`src/rtl/regpair_alu_pkg.sv`:
```
package regpair_alu_pkg;

   localparam int CLS_W = 4;
   localparam int SUB_W = 4;

   localparam logic [CLS_W-1:0] CLS_LOAD_IMM = 4'h6;
   localparam logic [CLS_W-1:0] CLS_ADD_IMM  = 4'h7;
   localparam logic [CLS_W-1:0] CLS_PAIR     = 4'h8;

   localparam logic [SUB_W-1:0] SUB_MOVE  = 4'h0;
   localparam logic [SUB_W-1:0] SUB_OR    = 4'h1;
   localparam logic [SUB_W-1:0] SUB_AND   = 4'h2;
   localparam logic [SUB_W-1:0] SUB_XOR   = 4'h3;
   localparam logic [SUB_W-1:0] SUB_ADD   = 4'h4;
   localparam logic [SUB_W-1:0] SUB_XMY   = 4'h5;
   localparam logic [SUB_W-1:0] SUB_SHR   = 4'h6;
   localparam logic [SUB_W-1:0] SUB_YMX   = 4'h7;
   localparam logic [SUB_W-1:0] SUB_SHL   = 4'hE;

   typedef enum logic [3:0] {
      K_MOVE,
      K_OR,
      K_AND,
      K_XOR,
      K_ADD,
      K_XMY,
      K_SHR,
      K_YMX,
      K_SHL,
      K_LDI,
      K_ADI,
      K_BAD
   } alu_kind_e;

endpackage

```
`src/rtl/regpair_alu_decode.sv`:
```
module regpair_alu_decode
   import regpair_alu_pkg::*;
#(
   parameter int DATA_W    = 8,
   parameter int REG_IDX_W = 4,
   localparam int OPC_W    = CLS_W + REG_IDX_W + DATA_W
)(
   input  logic [OPC_W-1:0]     opcode,
   output alu_kind_e            kind,
   output logic [REG_IDX_W-1:0] x_idx,
   output logic [DATA_W-1:0]    imm
);

   logic [CLS_W-1:0] cls;
   logic [SUB_W-1:0] sub;

   generate
      if (DATA_W < REG_IDX_W + SUB_W) begin : g_bad_width
         $error("regpair_alu_decode: DATA_W must hold the y field and the sub-op");
      end
   endgenerate

   assign cls   = opcode[OPC_W-1 -: CLS_W];
   assign x_idx = opcode[DATA_W +: REG_IDX_W];
   assign imm   = opcode[DATA_W-1:0];
   assign sub   = imm[SUB_W-1:0];

   always_comb begin
      kind = K_BAD;
      if (cls == CLS_LOAD_IMM) begin
         kind = K_LDI;
      end else if (cls == CLS_ADD_IMM) begin
         kind = K_ADI;
      end else if (cls == CLS_PAIR) begin
         case (sub)
            SUB_MOVE: kind = K_MOVE;
            SUB_OR:   kind = K_OR;
            SUB_AND:  kind = K_AND;
            SUB_XOR:  kind = K_XOR;
            SUB_ADD:  kind = K_ADD;
            SUB_XMY:  kind = K_XMY;
            SUB_SHR:  kind = K_SHR;
            SUB_YMX:  kind = K_YMX;
            SUB_SHL:  kind = K_SHL;
            default:  kind = K_BAD;
         endcase
      end
   end

endmodule

```
`src/rtl/regpair_alu_core.sv`:
```
module regpair_alu_core
   import regpair_alu_pkg::*;
#(
   parameter int DATA_W = 8
)(
   input  logic              clk,
   input  logic              rst_n,
   input  alu_kind_e         kind,
   input  logic [DATA_W-1:0] vx,
   input  logic [DATA_W-1:0] vy,
   input  logic [DATA_W-1:0] imm,
   output logic [DATA_W-1:0] res,
   output logic              flag_bit,
   output logic              wr_res,
   output logic              wr_flag,
   output logic              bad_op
);

   localparam int MSB = DATA_W - 1;

   logic [DATA_W:0]   sum_xy;
   logic [DATA_W-1:0] sum_xi;
   logic [DATA_W-1:0] dif_xy;
   logic [DATA_W-1:0] dif_yx;
   logic              x_gt_y;
   logic              y_gt_x;

   generate
      if (DATA_W < 2) begin : g_bad_width
         $error("regpair_alu_core: DATA_W must be at least 2");
      end
   endgenerate

   assign sum_xy = {1'b0, vx} + {1'b0, vy};
   assign sum_xi = vx + imm;
   assign dif_xy = vx - vy;
   assign dif_yx = vy - vx;
   assign x_gt_y = (vx > vy);
   assign y_gt_x = (vy > vx);

   always_comb begin
      res      = '0;
      flag_bit = 1'b0;
      wr_res   = 1'b0;
      wr_flag  = 1'b0;
      bad_op   = 1'b0;
      case (kind)
         K_MOVE: begin res = vy;      wr_res = 1'b1; end
         K_OR:   begin res = vx | vy; wr_res = 1'b1; end
         K_AND:  begin res = vx & vy; wr_res = 1'b1; end
         K_XOR:  begin res = vx ^ vy; wr_res = 1'b1; end
         K_ADD: begin
            res = sum_xy[MSB:0]; flag_bit = sum_xy[DATA_W];
            wr_res = 1'b1; wr_flag = 1'b1;
         end
         K_XMY: begin
            res = dif_xy; flag_bit = x_gt_y;
            wr_res = 1'b1; wr_flag = 1'b1;
         end
         K_YMX: begin
            res = dif_yx; flag_bit = y_gt_x;
            wr_res = 1'b1; wr_flag = 1'b1;
         end
         K_SHR: begin
            res = {1'b0, vx[MSB:1]}; flag_bit = vx[0];
            wr_res = 1'b1; wr_flag = 1'b1;
         end
         K_SHL: begin
            res = {vx[MSB-1:0], 1'b0}; flag_bit = vx[MSB];
            wr_res = 1'b1; wr_flag = 1'b1;
         end
         K_LDI:  begin res = imm;    wr_res = 1'b1; end
         K_ADI:  begin res = sum_xi; wr_res = 1'b1; end
         default: bad_op = 1'b1;
      endcase
   end


   shr_top_clear_chk: assert property (@(posedge clk) disable iff (!rst_n)
      (kind == K_SHR) |-> !res[MSB]);


   shl_low_clear_chk: assert property (@(posedge clk) disable iff (!rst_n)
      (kind == K_SHL) |-> !res[0]);


   xmy_borrow_free_chk: assert property (@(posedge clk) disable iff (!rst_n)
      (kind == K_XMY && flag_bit) |-> (res != '0));


   ymx_equal_clear_chk: assert property (@(posedge clk) disable iff (!rst_n)
      (kind == K_YMX && vx == vy) |-> (!flag_bit && res == '0));

endmodule

```
`src/rtl/regpair_alu_wb.sv`:
```
module regpair_alu_wb #(
   parameter int DATA_W    = 8,
   parameter int REG_IDX_W = 4,
   parameter int FLAG_IDX  = 15,
   parameter bit OUT_REG   = 1'b1
)(
   input  logic                 clk,
   input  logic                 rst_n,
   input  logic                 start,
   input  logic [REG_IDX_W-1:0] x_idx,
   input  logic [DATA_W-1:0]    res,
   input  logic                 flag_bit,
   input  logic                 wr_res,
   input  logic                 wr_flag,
   input  logic                 bad_op,
   output logic [DATA_W-1:0]    res_data_o,
   output logic                 res_we_o,
   output logic [DATA_W-1:0]    flag_data_o,
   output logic                 flag_we_o,
   output logic                 done_o,
   output logic                 illegal_o
);

   localparam logic [REG_IDX_W-1:0] FLAG_SEL = FLAG_IDX[REG_IDX_W-1:0];

   logic              flag_hit;
   logic              n_rwe;
   logic              n_fwe;
   logic              n_ill;
   logic [DATA_W-1:0] n_res;
   logic [DATA_W-1:0] n_flag;

   assign flag_hit = wr_flag && (x_idx == FLAG_SEL);
   assign n_rwe    = start && wr_res && !flag_hit;
   assign n_fwe    = start && wr_flag;
   assign n_ill    = start && bad_op;
   assign n_res    = n_rwe ? res : '0;
   assign n_flag   = n_fwe ? {{(DATA_W-1){1'b0}}, flag_bit} : '0;

   generate
      if (OUT_REG) begin : g_reg
         always_ff @(posedge clk or negedge rst_n) begin
            if (!rst_n) begin
               res_data_o  <= '0;
               res_we_o    <= 1'b0;
               flag_data_o <= '0;
               flag_we_o   <= 1'b0;
               done_o      <= 1'b0;
               illegal_o   <= 1'b0;
            end else begin
               res_data_o  <= n_res;
               res_we_o    <= n_rwe;
               flag_data_o <= n_flag;
               flag_we_o   <= n_fwe;
               done_o      <= start;
               illegal_o   <= n_ill;
            end
         end


         done_follows_start_chk: assert property (@(posedge clk) disable iff (!rst_n)
            start |=> done_o);


         done_needs_start_chk: assert property (@(posedge clk) disable iff (!rst_n)
            !start |=> !done_o);
      end else begin : g_comb
         assign res_data_o  = n_res;
         assign res_we_o    = n_rwe;
         assign flag_data_o = n_flag;
         assign flag_we_o   = n_fwe;
         assign done_o      = start;
         assign illegal_o   = n_ill;
      end
   endgenerate


   illegal_no_write_chk: assert property (@(posedge clk) disable iff (!rst_n)
      illegal_o |-> (!res_we_o && !flag_we_o));


   pulse_needs_done_chk: assert property (@(posedge clk) disable iff (!rst_n)
      (res_we_o || flag_we_o || illegal_o) |-> done_o);


   flag_binary_chk: assert property (@(posedge clk) disable iff (!rst_n)
      flag_data_o[DATA_W-1:1] == '0);


   idle_data_zero_chk: assert property (@(posedge clk) disable iff (!rst_n)
      (!res_we_o |-> res_data_o == '0) and (!flag_we_o |-> flag_data_o == '0));

endmodule

```
`src/rtl/regpair_alu.sv`:
```
module regpair_alu
   import regpair_alu_pkg::*;
#(
   parameter int DATA_W    = 8,
   parameter int REG_IDX_W = 4,
   parameter int FLAG_IDX  = 15,
   parameter bit OUT_REG   = 1'b1,
   localparam int OPC_W    = CLS_W + REG_IDX_W + DATA_W
)(
   input  logic              clk,
   input  logic              rst_n,
   input  logic              start,
   input  logic [OPC_W-1:0]  opcode,
   input  logic [DATA_W-1:0] vx_val,
   input  logic [DATA_W-1:0] vy_val,
   output logic [DATA_W-1:0] res_data,
   output logic              res_we,
   output logic [DATA_W-1:0] flag_data,
   output logic              flag_we,
   output logic              done,
   output logic              illegal
);

   alu_kind_e            kind;
   logic [REG_IDX_W-1:0] x_idx;
   logic [DATA_W-1:0]    imm;
   logic [DATA_W-1:0]    core_res;
   logic                 core_flag;
   logic                 core_wr_res;
   logic                 core_wr_flag;
   logic                 core_bad;

   generate
      if (FLAG_IDX < 0 || FLAG_IDX >= (1 << REG_IDX_W)) begin : g_bad_flag
         $error("regpair_alu: FLAG_IDX lies outside the register index range");
      end
   endgenerate

   regpair_alu_decode #(
      .DATA_W    (DATA_W),
      .REG_IDX_W (REG_IDX_W)
   ) u_decode (
      .opcode (opcode),
      .kind   (kind),
      .x_idx  (x_idx),
      .imm    (imm)
   );

   regpair_alu_core #(
      .DATA_W (DATA_W)
   ) u_core (
      .clk      (clk),
      .rst_n    (rst_n),
      .kind     (kind),
      .vx       (vx_val),
      .vy       (vy_val),
      .imm      (imm),
      .res      (core_res),
      .flag_bit (core_flag),
      .wr_res   (core_wr_res),
      .wr_flag  (core_wr_flag),
      .bad_op   (core_bad)
   );

   regpair_alu_wb #(
      .DATA_W    (DATA_W),
      .REG_IDX_W (REG_IDX_W),
      .FLAG_IDX  (FLAG_IDX),
      .OUT_REG   (OUT_REG)
   ) u_wb (
      .clk         (clk),
      .rst_n       (rst_n),
      .start       (start),
      .x_idx       (x_idx),
      .res         (core_res),
      .flag_bit    (core_flag),
      .wr_res      (core_wr_res),
      .wr_flag     (core_wr_flag),
      .bad_op      (core_bad),
      .res_data_o  (res_data),
      .res_we_o    (res_we),
      .flag_data_o (flag_data),
      .flag_we_o   (flag_we),
      .done_o      (done),
      .illegal_o   (illegal)
   );

endmodule

```
`config.mk`:
```
export PLATFORM = sky130hd
export DESIGN_NAME = regpair_alu
export DESIGN_NICKNAME = d
export VERILOG_FILES = /design/src/rtl/regpair_alu_pkg.sv /design/src/rtl/regpair_alu_decode.sv /design/src/rtl/regpair_alu_core.sv /design/src/rtl/regpair_alu_wb.sv /design/src/rtl/regpair_alu.sv
export SDC_FILE = /design/constraint.sdc
export NUM_CORES = 1
export LEC_CHECK = 0
export BUFFER_PORTS_ARGS = -buffer_cell sky130_fd_sc_hd__buf_2
export CELL_PAD_IN_SITES_DETAIL_PLACEMENT = 1
export CELL_PAD_IN_SITES_GLOBAL_PLACEMENT = 1
export CORE_UTILIZATION = 30
export DETAILED_ROUTE_END_ITERATION = 12
export PLACE_DENSITY_LB_ADDON = 0.12
export SLEW_MARGIN = 10
export SYNTH_ARGS = -nofsm -noshare
export SYNTH_HDL_FRONTEND = slang
export SYNTH_SLANG_ARGS = --single-unit
```
`constraint.sdc`:
```
create_clock -name clk -period 0.8 [get_ports clk]
set_input_delay 0.04 -clock clk [delete_from_list [all_inputs] [get_ports clk]]
set_output_delay 0.04 -clock clk [all_outputs]
set_load 0.005 [all_outputs]
```
---- Yosys cells after proc, flatten, opt, wreduce, memory -nomap -nowiden ----
Memory sizes are Yosys's and may differ from the RTL's.
Cells that the tools add are included.
word-level totals
  bits in read-only memories .............. 64
  register bits ........................... 20
  memories kept ........................... 1
  bits of input ports ..................... 35
  logic and storage cells ................. 49
memory list
  name             depth  bits a word  read ports  clocked after memory_dff  wr ports  line                      text
  (no name shown)  16     4            1           0                         0         regpair_alu_decode.sv:35  case (sub)
operators by class
  muxes and demuxes ....................... 10
  magnitude comparators ................... 2
  reductions and logical operators ........ 9
  add/sub/neg operators ................... 4
  bitwise gates (word level) .............. 3
  equality and inequality tests ........... 14
operator list
  operator              number
  $pmux W8 S11          1
  $eq A4 B3 Y1 const B  6
  $eq A4 B4 Y1 const B  5
  $gt A8 B8 Y1          2
  $sub A8 B8 Y8         2
  $mux W4               3
  $reduce_or A11 Y1     1
  $add A8 B8 Y9         1
  $add A8 B8 Y8         1
  $and A8 B8 Y8         1
  $eq A4 B2 Y1 const B  2
  $mux W8               1
  $or A8 B8 Y8          1
  $xor A8 B8 Y8         1
  $logic_and A1 B1 Y1   5
  $pmux W1 S5           1
  $reduce_or A5 Y1      1
  $eq A4 B1 Y1 const B  1
  $logic_not A4 Y1      1
  $mux W1               4
  $logic_not A1 Y1      1

---- Logic depth before layout (Yosys ltp) ----
Gate-level depths: netlist of run 1.
  depth after elaboration ................. 11
  mapped depth ............................ 10
  gate-level depth less buffers ........... 10

---- Cells and area by module ----
A second synthesis of run 1 with hierarchy kept.
second synthesis, totals
  cell total of the unflattened synthesis .. 384
  area, all modules ....................... 3035.4 µm²
by module, submodules not included
  module              area each (µm²)  times used  cells each  seq. area each (µm²)
  regpair_alu_core    2304.7           1           313         0.0
  regpair_alu_wb      558.0            1           47          325.3
  regpair_alu_decode  172.7            1           24          0.0

---- Least setup slack after synthesis of run 1 ----
No wires, ideal clock.
  path kind ............................... input port to flip-flop
  start point ............................. input opcode[12]
  end point ............................... register u_wb.res_data_o[5]
  arrival time ............................ 1.895 ns
  setup slack ............................. -1.179 ns
  stages on the path ...................... 8
  setup time .............................. 0.084 ns
  cells stage by stage .................... buf_6 or4b_4 buf_6 a2111oi_4 inv_4 o21a_1 a31o_1 a41oi_2
between the ends
  word-level cells in the longest chain between the ends .. 11
  elaborated cells between the ends (all ways) .. 27
  classes of those cells .................. eq/ne: 13; mux: 7; reduce/logical: 7
RTL lines
  what                                          line                      text
  from (decl)                                   regpair_alu.sv:13         input logic [OPC_W-1:0] opcode,
  $eq A4 B4 Y1                                  regpair_alu_decode.sv:34  end else if (cls == CLS_PAIR) begin
  $mux W4                                       regpair_alu_decode.sv:34
  $mux W4                                       regpair_alu_decode.sv:32  end else if (cls == CLS_ADD_IMM) begin
  $mux W4 *                                     regpair_alu_decode.sv:30  if (cls == CLS_LOAD_IMM) begin
  $eq A4 B3 Y1 or $eq A4 B4 Y1 (tied branches)  regpair_alu_core.sv:47    case (kind)
  $reduce_or A5 Y1 (no source line)             n/a
  $mux W1                                       regpair_alu_core.sv:47
  $logic_and A1 B1 Y1                           regpair_alu_wb.sv:33      assign flag_hit = wr_flag && (x_idx == FLAG_SEL);
  $logic_not A1 Y1                              regpair_alu_wb.sv:34      assign n_rwe = start && wr_res && !flag_hit;
  $logic_and A1 B1 Y1                           regpair_alu_wb.sv:34
  $mux W8 *                                     regpair_alu_wb.sv:37      assign n_res = n_rwe ? res : '0;
  via u_wb.n_res[5]                             regpair_alu_wb.sv:30      logic [DATA_W-1:0] n_res;
  to (signal assigned)                          regpair_alu_wb.sv:51      res_data_o <= n_res;
  to (decl)                                     regpair_alu_wb.sv:16      output logic [DATA_W-1:0] res_data_o,
Mark *: on every way through the listed nets, which the timed path passes. The rest lies on a longest branch.

---- Worst setup path in the final report of run 1 ----
  start point ............................. input vx_val[0]
  end point ............................... register u_wb.res_data_o[6]
between the ends
  word-level cells in the longest chain between the ends .. 3
  elaborated cells between the ends (all ways) .. 6
  classes of those cells .................. add/sub: 4; mux: 2
RTL lines
  what                                         line                    text
  from (decl)                                  regpair_alu.sv:14       input logic [DATA_W-1:0] vx_val,
  $add A8 B8 Y8, or another cell as far along  regpair_alu_core.sv:35  assign sum_xi = vx + imm;
  $pmux W8 S11 *                               regpair_alu_core.sv:47
  $mux W8 *                                    regpair_alu_wb.sv:37
  via u_wb.n_res[6]                            regpair_alu_wb.sv:30
Marked as above.

==> reports/qor.yml, run 1 <==
status: "finished, violations left"
violations: "setup timing"
grtUsageMet2: 0.467
crit_path_frequent_cell: "a21oi_2"
worstPathArrival_ns: 1.88
clk_path_buf_depth: 2
wirelength_mm: 12.7
crit_type: "primary input to flop"
dp.cells: 621
viasPerCell: 5.39
ir_worst_vdd_mv: 0.380
crit_required_ns: 0.96
initial_core_util: 0.310
synth_edf_count: 0
tns_ns: -7.95
num_antenna_cells: 0
yosys_warnings: 0
ys_seq_area_frac: 0.120
max_stage_delay_ns: 0.37
max_freq_mhz: 582
core.rowCount: 34
place_area_mm2: 0.00411
post-route-period-util: 2.15
grt_busiest_layer: "met2"
crit_path_end_kind: "flop"
die_w_um: 97.0
grtUsageMet1: 0.358
grtUsageMet3: 0.0137
place_hpwl_mm: 10.1
ys_ff_latch: 13
design_area_mm2: 0.00476
hp-class: "primary input to flop"
fin_crit_ns: 1.72
setup_viol: 11
pwr-share-seq: 0.180
p_sw_frac: 0.400
synth_top_area_share: 0.199
drv_cap: 0
yosysUniqueCellTypes: 69
wire_per_inst_um: 19.9
p_clk_frac: 0.162
worst-path-buf-inv: 2
synth_area_per_cell_um2: 7.98
clk_pin_slew_ns: 0.06
p_comb_frac: 0.658
cts_tree: "done"
final_core_util: 0.546
hold_violations: 0
portBuffers: 47
worst_path_max_delay_cell: "fa_2"
crit_path_cell_trace: "buf_12 > buf_6 > ha_4 > fa_2 > a21oi_2 > o21bai_2 > a21oi_2 > mux2i_1 > a22oi_1 > a31oi_1"
core_mm2: 0.00872
synth_top_area_cell: "ha_1"
grt_start_max_net_pins: 16
cp-start-kind: "primary input"
die_h_um: 97.0
cts.sinks: 13
path_max_fanout: 3
num_vias: 3453
htreeDepth: 1
async_flop_share: 1.00
synth_area_mm2: 0.00271
layout-drive-gt1-share: 0.538
final-max-slew-violation-count: 0
power_density_mw_per_mm2: 787
grt_pass1_vias: 3613
syn_inst: 339
io_pins: 55
fin_cells: 641
drcViolationCount: 0
fin_nets: 616
drt-initial-drc-count: 160
cts_buffers: 3
cts_root_buf: "clkbuf_8"
final_antenna_net_count: 0
grt_pass1_wl_mm: 19.7
synthFlopType: "dfrtp_1"
gp_congestion: 0.938
grt_usage: 0.265
switchingPower_uw: 1500
area_delta_synth_final_pct: 76.0
synth_area_leaders: "ha_1, dfrtp_1, inv_1"
first_pass_iters: 4
cp_top_family: "compound AO/OA/AOI/OAI gates"
dieArea_mm2: 0.00941
grt_overflow: 0
p_leak_uw: 0.00225
rsz0062_at_grt: "yes"
cellInternalPower_uw: 2250
total_power_uw: 3750
fin_ws_ns: -0.919
antenna_found_initial: 0
## layout by cell type, fill, tap and decap left out, drive strengths merged, types with 6 or more instances in the layout
cell / Yosys / routed
dfrtp: 13 / 13
nand2b: 8 / 8
a21oi: 19 / 19
ha: 43 / 43
conb: 1 / 7
inv: 32 / 30
nor3: 6 / 6
buf: 11 / 200
a22oi: 13 / 13
o22ai: 9 / 9
nand2: 15 / 15
mux2i: 7 / 7
a211oi: 6 / 6
xnor2: 9 / 9
o21ai: 21 / 21
nand3: 10 / 10
nor2: 22 / 22
a31oi: 6 / 6
## cells by family after synthesis
kind of cell | share of synthesized area
flops | 0.120
xor+xnor | 0.0356
simple gates | 0.174
other cells | 0.00139
fa+ha+maj | 0.228
buf+inv | 0.0948
compound gates | 0.311
mux | 0.0342
## stage by stage
step	hold slack [ns]	setup slack, ns
after floorplan	-0.256	-1.04
after global placement	-0.0533	-1.32
after detailed placement	-0.0498	-1.34
after CTS	0.0372	-1.06
after global routing	0.0387	-0.952
final	0.0412	-0.919
## routing by layer
layer | wire, um | up-vias | share of wire
met5 | 0 | - | 0
met4 | 161 | 0 | 0.013
met1 | 5790 | 1723 | 0.45
met3 | 471 | 12 | 0.037
li1 | - | 1630 | -
met2 | 6330 | 88 | 0.50
## Yosys cell counts, types with 3 or more instances
| cell | instances |
|---|---|
| clkbuf_1 | 7 |
| o211ai_1 | 4 |
| a21oi_1 | 19 |
| buf_4 | 7 |
| or3_1 | 3 |
| inv_1 | 31 |
| nor3_1 | 6 |
| a221o_1 | 3 |
| o2bb2ai_1 | 3 |
| buf_6 | 3 |
| dfrtp_1 | 13 |
| nor2_1 | 22 |
| nand2b_1 | 8 |
| fa_1 | 4 |
| a21o_1 | 4 |
| nand3_1 | 10 |
| a221oi_1 | 5 |
| o21bai_1 | 5 |
| ha_1 | 43 |
| a22oi_1 | 13 |
| nand2_1 | 15 |
| xnor2_1 | 9 |
| o22ai_1 | 9 |
| a31oi_1 | 6 |
| nor2b_1 | 3 |
| o21ai_0 | 20 |
| mux2i_1 | 7 |
| a211oi_1 | 6 |
## power by group through the flow
stage	logic (uW)	clock network (uW)	registers, uW
3_3_place_gp	2030	0	687
3_5_place_dp	2080	0	687
4_1_cts	2320	617	675
6_report	2460	606	675
5_1_grt	2640	648	676
2_1_floorplan	989	0	690
## path summary, 6_finish.rpt
check | from | to | slack, ns | cells after the start
hold / removal | start | u_wb.illegal_o | 0.04 | 2
setup / recovery | vx_val[0] | u_wb.res_data_o[6] | -0.92 | 10
max in group asynchronous | rst_n | u_wb.done_o | 0.35 | 2
min in group asynchronous | rst_n | u_wb.res_data_o[7] | 0.22 | 2
## sequential cells by signal, summed over array words and instances (netlist names)
name and flops:
u_wb.res_we_o 1, u_wb.illegal_o 1, u_wb.done_o 1, u_wb.res_data_o 8, u_wb.flag_we_o 1, u_wb.flag_data_o 1
## cell type report
class                      instances  area [um^2]
fill                            1048         3960
multi-input combinational        280         2560
timing repair buffer             203         1540
sequential                        13          325
inverter                          33          151
tap                              108          135
clock buffer                       4         45.0
## repair_timing
item / 4_1_cts / 5_1_grt
gates resized for setup: 85 / 33
pin swaps: 45 / 24
endpoints found under the hold margin: 14 / 0
buffers inserted: 9 / 5
setup endpoints to repair: 12 / 16
hold buffers: 2 / 0
Note: power is estimated with default switching activity, not from simulation.
==> run 2: changes to the inputs <==
--- a/config.mk
+++ b/config.mk
@@ -5,9 +5,11 @@
 export SDC_FILE = /design/constraint.sdc
 export NUM_CORES = 1
 export LEC_CHECK = 0
+export ABC_AREA = 1
 export BUFFER_PORTS_ARGS = -buffer_cell sky130_fd_sc_hd__buf_2
 export CELL_PAD_IN_SITES_DETAIL_PLACEMENT = 1
 export CELL_PAD_IN_SITES_GLOBAL_PLACEMENT = 1
+export CORE_MARGIN = 2
 export CORE_UTILIZATION = 30
 export DETAILED_ROUTE_END_ITERATION = 12
 export PLACE_DENSITY_LB_ADDON = 0.12
==> reports/qor.yml, run 2 <==
yosysUniqueCellTypes: 32  # was 69
regMostFlops: "u_wb.res_data_o"  # unchanged
place_hpwl_mm: 11.2  # was 10.1 mm
viasPerCell: 5.36  # was 5.39
fin_nets: 804  # was 616
core_mm2: 0.00986  # was 0.00872 mm^2
place_ws_ns: -1.10  # was -1.34 ns
first_pass_iters: 5  # was 4
fin_ws_ns: -0.811  # was -0.919 ns
p_leak_uw: 0.00302  # was 0.00225 uW
drcViolationCount: 0  # unchanged
cts_tree: "done"  # unchanged
grt_start_max_net_pins: 14  # was 16
portBuffers: 47  # unchanged
max_stage_delay_ns: 0.37  # about the same
clk_path_buf_depth: 2  # unchanged
grt_pass1_wl_mm: 24.2  # was 19.7 mm
hold_violations: 0  # unchanged
worstPathArrival_ns: 1.77  # was 1.88 ns
holdWs_ns: 0.159  # was 0.0412 ns
drt-initial-drc-count: 260  # was 160
synth_simple_gate_area_frac: 0.479  # was 0.174
final-max-slew-violation-count: 0  # unchanged
hp-class: "primary input to flop"  # unchanged
synth_area_per_cell_um2: 5.91  # was 7.98 um^2
fin_cells: 855  # was 641
max_freq_mhz: 621  # was 582 MHz
violations: "setup timing"  # unchanged
worst_path_max_delay_cell: "fa_2"  # unchanged
synthAdderAreaFrac: 0.202  # was 0.228
clk_pin_slew_ns: 0.08  # was 0.06 ns
synthFlopType: "dfrtp_1"  # unchanged
dieArea_mm2: 0.0110  # was 0.00941 mm^2
area_delta_synth_final_pct: 93.3  # was 76.0%
cts.sinks: 13  # unchanged
fin_crit_ns: 1.61  # was 1.72 ns
power_density_mw_per_mm2: 764  # was 787 mW/mm^2
crit_type: "primary input to flop"  # unchanged
ff_latch_area_um2: 325  # unchanged
synth_xor_area_frac: 0.0228  # was 0.0356
die_w_um: 105  # was 97.0 um
yosysMostFrequentCell: "nand2_1"  # was ha_1
cp_top_family: "simple AND/OR/NAND/NOR gates"  # was compound AO/OA/AOI/OAI gates
synth_compound_area_frac: 0.0600  # was 0.311
cts_buffers: 3  # unchanged
wire_per_inst_um: 21.6  # was 19.9 um
ir_worst_vdd_mv: 0.577  # was 0.380 mV
yosys_warnings: 0  # unchanged
grt_usage: 0.277  # was 0.265
status: "finished, violations left"  # unchanged
design_area_mm2: 0.00593  # was 0.00476 mm^2
crit_path_end_kind: "flop"  # unchanged
synth.area.mux_share: 0  # was 0.0342
synth_top_area_cell: "nand2_1"  # was ha_1
place_area_mm2: 0.00472  # was 0.00411 mm^2
fill_cells: 1230  # was 1048
ys_ff_latch: 13  # unchanged
wirelength_mm: 18.5  # was 12.7 mm
syn_inst: 519  # was 339
synth_top_family_by_area: "simple AND/OR/NAND/NOR gates"  # was compound AO/OA/AOI/OAI gates
grt_pass1_vias: 4603  # was 3613
crit_path_frequent_cell: "nand2_2"  # was a21oi_2
gp_congestion: 0.858  # was 0.938
core.rowCount: 36  # was 34
num_vias: 4587  # was 3453
rsz0062_at_grt: "yes"  # unchanged
crit_path_cell_trace: "buf_12 > inv_12 > ha_4 > inv_4 > fa_2 > nand2_2 > nand2_2 > xor2_1 > nand3_1 > nand2_1 > nor2_2 > nand3_2 > nand2_2 > inv_1"  # was buf_12 > buf_6 > ha_4 > fa_2 > a21oi_2 > o21bai_2 > a21oi_2 > mux2i_1 > a22oi_1 > a31oi_1
final_antenna_net_count: 0  # unchanged
synth_area_mm2: 0.00307  # was 0.00271 mm^2
post-route-period-util: 2.01  # was 2.15
multi_input_area_mm2: 0.00314  # was 0.00256 mm^2
io_pins: 55  # unchanged
antenna_found_initial: 1  # was 0
layout-drive-gt1-share: 0.552  # was 0.538
async_flop_share: 1.00  # unchanged
die_h_um: 105  # was 97.0 um
cts_root_buf: "clkbuf_8"  # unchanged
layout_commonest_cell: "buf_4"  # unchanged
final_cell_mix: "buf_4, nand2_1, inv_1, nand3_1, nand4_1"  # was buf_4, buf_2, ha_1, inv_1, nor2_1
setup_viol: 17  # was 11
crit_required_ns: 0.95  # was 0.96 ns
path_max_fanout: 5  # was 3
synth_edf_count: 0  # unchanged
synth_top_area_share: 0.181  # was 0.199
worst-path-buf-inv: 4  # was 2
cp-start-kind: "primary input"  # unchanged
initial_core_util: 0.311  # was 0.310
htreeDepth: 1  # unchanged
grt_overflow: 0  # unchanged
drv_cap: 0  # unchanged
whs_path_depth: 3  # was 2
yosys-top-cells-count: "nand2_1, inv_1, nand3_1, nor2_1, ha_1"  # was ha_1, inv_1, nor2_1, o21ai_0, a21oi_1
synth_area_leaders: "nand2_1, ha_1, dfrtp_1"  # was ha_1, dfrtp_1, inv_1
largest_reg_flops: 8  # unchanged
dp.cells: 810  # was 621
ys_seq_area_frac: 0.106  # was 0.120
cp.depth: 14  # was 10
==> run 2: timing repair <==
item                                    4_1_cts  5_1_grt
resized for setup                           141       83
hold endpoints to repair                     14        0
pin swaps                                    68       57
hold buffers                                  2        0
buffers inserted                             22       17
endpoints found under the setup margin       14       18
==> run 2: area by class of cell <==
class	instances	area share
Timing Repair Buffer	210	0.312
Tap cell	133	0.0281
Multi-Input combinational cell	418	0.530
Antenna cell	1	0.000422
Clock buffer	4	0.00760
Inverter	76	0.0667
Sequential cell	13	0.0549
==> run 2: worst paths after layout <==
path | from | endpoint | slack [ns]
worst max-delay path | vx_val[0] | u_wb.res_data_o[4] | -0.81
worst min-delay path | start | u_wb.res_we_o | 0.16
max in group asynchronous | rst_n | u_wb.res_data_o[2] | 0.32
min in group asynchronous | rst_n | u_wb.res_data_o[4] | 0.22
==> run 2: cells by family after synthesis <==
family / count (synthesis)
other: 1
buffers and inverters: 94
flip-flops: 13
adder cells (fa/ha/maj): 47
AND/OR/NAND/NOR: 322
XOR/XNOR: 8
AO/OA/AOI/OAI: 34
==> run 2: routing by layer <==
metal	vias to the layer above	global-route usage	routed length, um
li1	2059	-	-
met1	2221	0.346	7300
met2	228	0.502	9250
met3	79	0.0262	1020
met4	0	0.0771	888
met5	-	0	0
==> run 2: power by group <==
group	total, uW	leakage [uW]	switching [uW]	internal (uW)
sequential	674	0.000177	4.53	670
clock	675	0.0000228	321	354
combinational	3180	0.00282	1690	1490
total	4530	0.00302	2010	2520
==> run 2: per-stage QoR <==
| stage | utilization | power (uW) | TNS (ns) |
|---|---|---|---|
| after floorplan | - | 1930 | -4.53 |
| after global placement | 0.478 | 2900 | -9.82 |
| after detailed placement | 0.478 | 2970 | -10.20 |
| after CTS | 0.557 | 3990 | -5.25 |
| after global routing | 0.601 | 4770 | -8.02 |
| final | 0.601 | 4530 | -7.38 |
==> run 3: changes to the inputs <==
--- a/config.mk
+++ b/config.mk
@@ -7,8 +7,8 @@
 export LEC_CHECK = 0
 export ABC_AREA = 1
 export BUFFER_PORTS_ARGS = -buffer_cell sky130_fd_sc_hd__buf_2
-export CELL_PAD_IN_SITES_DETAIL_PLACEMENT = 1
-export CELL_PAD_IN_SITES_GLOBAL_PLACEMENT = 1
+export CELL_PAD_IN_SITES_DETAIL_PLACEMENT = 2
+export CELL_PAD_IN_SITES_GLOBAL_PLACEMENT = 2
 export CORE_MARGIN = 2
 export CORE_UTILIZATION = 30
 export DETAILED_ROUTE_END_ITERATION = 12
==> reports/qor.yml, run 3 <==
synth_area_mm2: 0.00307  # unchanged
portBuffers: 47  # unchanged
place_ws_ns: -1.23  # was -1.10 ns
cts.sinks: 13  # unchanged
gp_congestion: 0.924  # was 0.858
yosys-top-cells-count: "nand2_1, inv_1, nand3_1, nor2_1, ha_1"  # unchanged
die_w_um: 105  # unchanged
synth_edf_count: 0  # unchanged
cts_setup_buffers: 30  # was 22
synth_area_leaders: "nand2_1, ha_1, dfrtp_1"  # unchanged
ys_seq_area_frac: 0.106  # unchanged
yosysMostFrequentCell: "nand2_1"  # unchanged
error: "[ERROR DPL-0033] detailed placement checks failed during check placement."
cts_root_buf: "clkbuf_8"  # unchanged
die_h_um: 105  # unchanged
clk_path_buf_depth: 2  # unchanged
htreeDepth: 1  # unchanged
synth_simple_gate_area_frac: 0.479  # unchanged
lastStage: "clock tree synthesis (4_1_cts)"
synth_top_family_by_area: "simple AND/OR/NAND/NOR gates"  # unchanged
status: "aborted with a tool error"  # was finished, violations left
ys_ff_latch: 13  # unchanged
synth_xor_area_frac: 0.0228  # unchanged
cts-hold-fix-buffers: 2  # unchanged
postCtsResizedCells: 167  # was 141
synth_top_area_cell: "nand2_1"  # unchanged
synth_compound_area_frac: 0.0600  # unchanged
synthFlopType: "dfrtp_1"  # unchanged
syn_inst: 519  # unchanged
async_flop_share: 1.00  # unchanged
synthAdderAreaFrac: 0.202  # unchanged
synth_top_area_share: 0.181  # unchanged
io_pins: 55  # unchanged
initial_core_util: 0.311  # unchanged
synth.area.mux_share: 0  # unchanged
yosysUniqueCellTypes: 32  # unchanged
core.rowCount: 36  # unchanged
cts_buffers: 3  # unchanged
yosys_warnings: 0  # unchanged
dp.cells: 810  # unchanged
place_hpwl_mm: 15.9  # was 11.2 mm
synth_area_per_cell_um2: 5.91  # unchanged
-- run 3: stage by stage --
step / area [um^2] / TNS (ns)
3_5_place_dp: 4740 / -11.99
3_3_place_gp: 4740 / -10.10
2_1_floorplan: 3520 / -4.53
-- run 3: cells by family after synthesis --
family          after synthesis
flops                        13
xor+xnor                      8
buf+inv                      94
fa+ha+maj                    47
compound gates               34
other cells                   1
simple gates                322
==> run 4: changes to the inputs <==
--- a/config.mk
+++ b/config.mk
@@ -7,12 +7,10 @@
 export LEC_CHECK = 0
 export ABC_AREA = 1
 export BUFFER_PORTS_ARGS = -buffer_cell sky130_fd_sc_hd__buf_2
-export CELL_PAD_IN_SITES_DETAIL_PLACEMENT = 2
-export CELL_PAD_IN_SITES_GLOBAL_PLACEMENT = 2
 export CORE_MARGIN = 2
-export CORE_UTILIZATION = 30
+export CORE_UTILIZATION = 20
 export DETAILED_ROUTE_END_ITERATION = 12
-export PLACE_DENSITY_LB_ADDON = 0.12
+export PLACE_DENSITY_LB_ADDON = 0.15
 export SLEW_MARGIN = 10
 export SYNTH_ARGS = -nofsm -noshare
 export SYNTH_HDL_FRONTEND = slang
==> reports/qor.yml, run 4 (synthesis results as in run 2) <==
tns_ns: -5.63
layout-drive-gt1-share: 0.537
gp_congestion: 0.927  # was 0.924
regMostFlops: "u_wb.res_data_o"
portBuffers: 47  # unchanged
cts.sinks: 13  # unchanged
num_antenna_cells: 0
worstSetupStartpoint: "vx_val[0]"
cp-start-kind: "primary input"
fin_ws_ns: -0.636
grt_start_max_net_pins: 14
htreeDepth: 1  # unchanged
initial_core_util: 0.203  # was 0.311
cts_tree: "done"
io_pins: 55  # unchanged
max_freq_mhz: 697
cts_buffers: 3  # unchanged
cts_root_buf: "clkbuf_16"  # was clkbuf_8
fin_crit_ns: 1.44
ff_latch_area_um2: 325
grt_usage: 0.167
num_vias: 3967
area_delta_synth_final_pct: 94.2
rsz0062_at_grt: "yes"
fin_nets: 804
grt_pass1_vias: 3928
total_power_uw: 4460
grt_pass1_wl_mm: 21.4
core.rowCount: 45  # was 36
layout_commonest_cell: "buf_4"
hold_violations: 0
final_antenna_net_count: 0
core_mm2: 0.0151
hp-class: "primary input to flop"
wire_per_inst_um: 15.0
setup_viol: 15
largest_reg_flops: 8
power_density_mw_per_mm2: 749
dp.cells: 864  # was 810
final_cell_mix: "buf_4, nand2_1, inv_1, nand3_1"
drv_cap: 0
violations: "setup timing"
grt_overflow: 0
die_w_um: 128  # was 105 um
path_max_fanout: 5
p_leak_uw: 0.00303
wirelength_mm: 13.7
antenna_found_initial: 0
critPathCapture: "u_wb.flag_data_o[0]"
worstPathArrival_ns: 1.58
final-max-slew-violation-count: 0
drt-initial-drc-count: 203
post-route-period-util: 1.79
fin_cells: 909
viasPerCell: 4.36
crit_type: "primary input to flop"
dieArea_mm2: 0.0163
holdWs_ns: 0.141
place_hpwl_mm: 11.1  # was 15.9 mm
ir_worst_vdd_mv: 0.639
clk_pin_slew_ns: 0.05
crit_required_ns: 0.94
place_ws_ns: -1.06  # was -1.23 ns
first_pass_iters: 4
status: "finished, violations left"  # was aborted with a tool error
drcViolationCount: 0
die_h_um: 128  # was 105 um
crit_path_end_kind: "flop"
fill_cells: 1598
clk_path_buf_depth: 2  # unchanged
multi_input_area_mm2: 0.00309
[run 4: per-layer routing]
metal / vias to the layer above / part of all wire / GRT usage
met2: 86 / 0.48 / 0.288
met4: 0 / 0.010 / 0.0207
met5: - / 0 / 0
li1: 2069 / - / -
met1: 1806 / 0.47 / 0.235
met3: 6 / 0.040 / 0.0121
[run 4: power breakdown]
part           leakage (uW)  total (uW)  switching [uW]  internal (uW)
registers          0.000177         676            3.79            672
logic               0.00281        2800            1430           1370
clock network     0.0000382         979             305            674
total               0.00303        4460            1740           2710
[run 4: repair_timing]
item	4_1_cts	5_1_grt
setup buffers	22	14
hold buffers	2	0
gates resized for setup	139	57
pin swaps	74	57
cloned	3	0
setup endpoints to repair	15	17
endpoints found under the hold margin	14	0
[run 4: per-stage QoR]
stage / area (um^2) / util
after floorplan: 3520 / -
after global placement: 4760 / 0.315
after detailed placement: 4760 / 0.315
after CTS: 5610 / 0.372
after global routing: 5950 / 0.395
final: 5950 / 0.395
[run 4: critical path: stages]
cell      delay (ns)
buf_12          0.13
ha_4            0.17
fa_2            0.35
buf_6           0.13
inv_4           0.04
nor3_4          0.03
nor2_2          0.14
nor2_2          0.05
nor2_1          0.09
o21bai_1        0.08
nand2_1         0.11
nand3_2         0.09
nand2_2         0.08
inv_1           0.04
[run 4: worst min-delay path by stage]
stage | endpoint | start | cells past startpoint
global route | u_wb.flag_we_o | start | 3
global placement | u_wb.res_data_o[3] | rst_n | 1
floorplan | u_wb.done_o | rst_n | 0
CTS | u_wb.flag_we_o | start | 3
detailed placement | u_wb.res_we_o | rst_n | 1
finish | u_wb.illegal_o | start | 3
[run 4: final cells by class]
cell class	count	area share
Timing Repair Buffer	210	0.309
Multi-Input combinational cell	418	0.518
Inverter	76	0.0656
Tap cell	188	0.0395
Clock buffer	4	0.0132
Sequential cell	13	0.0546
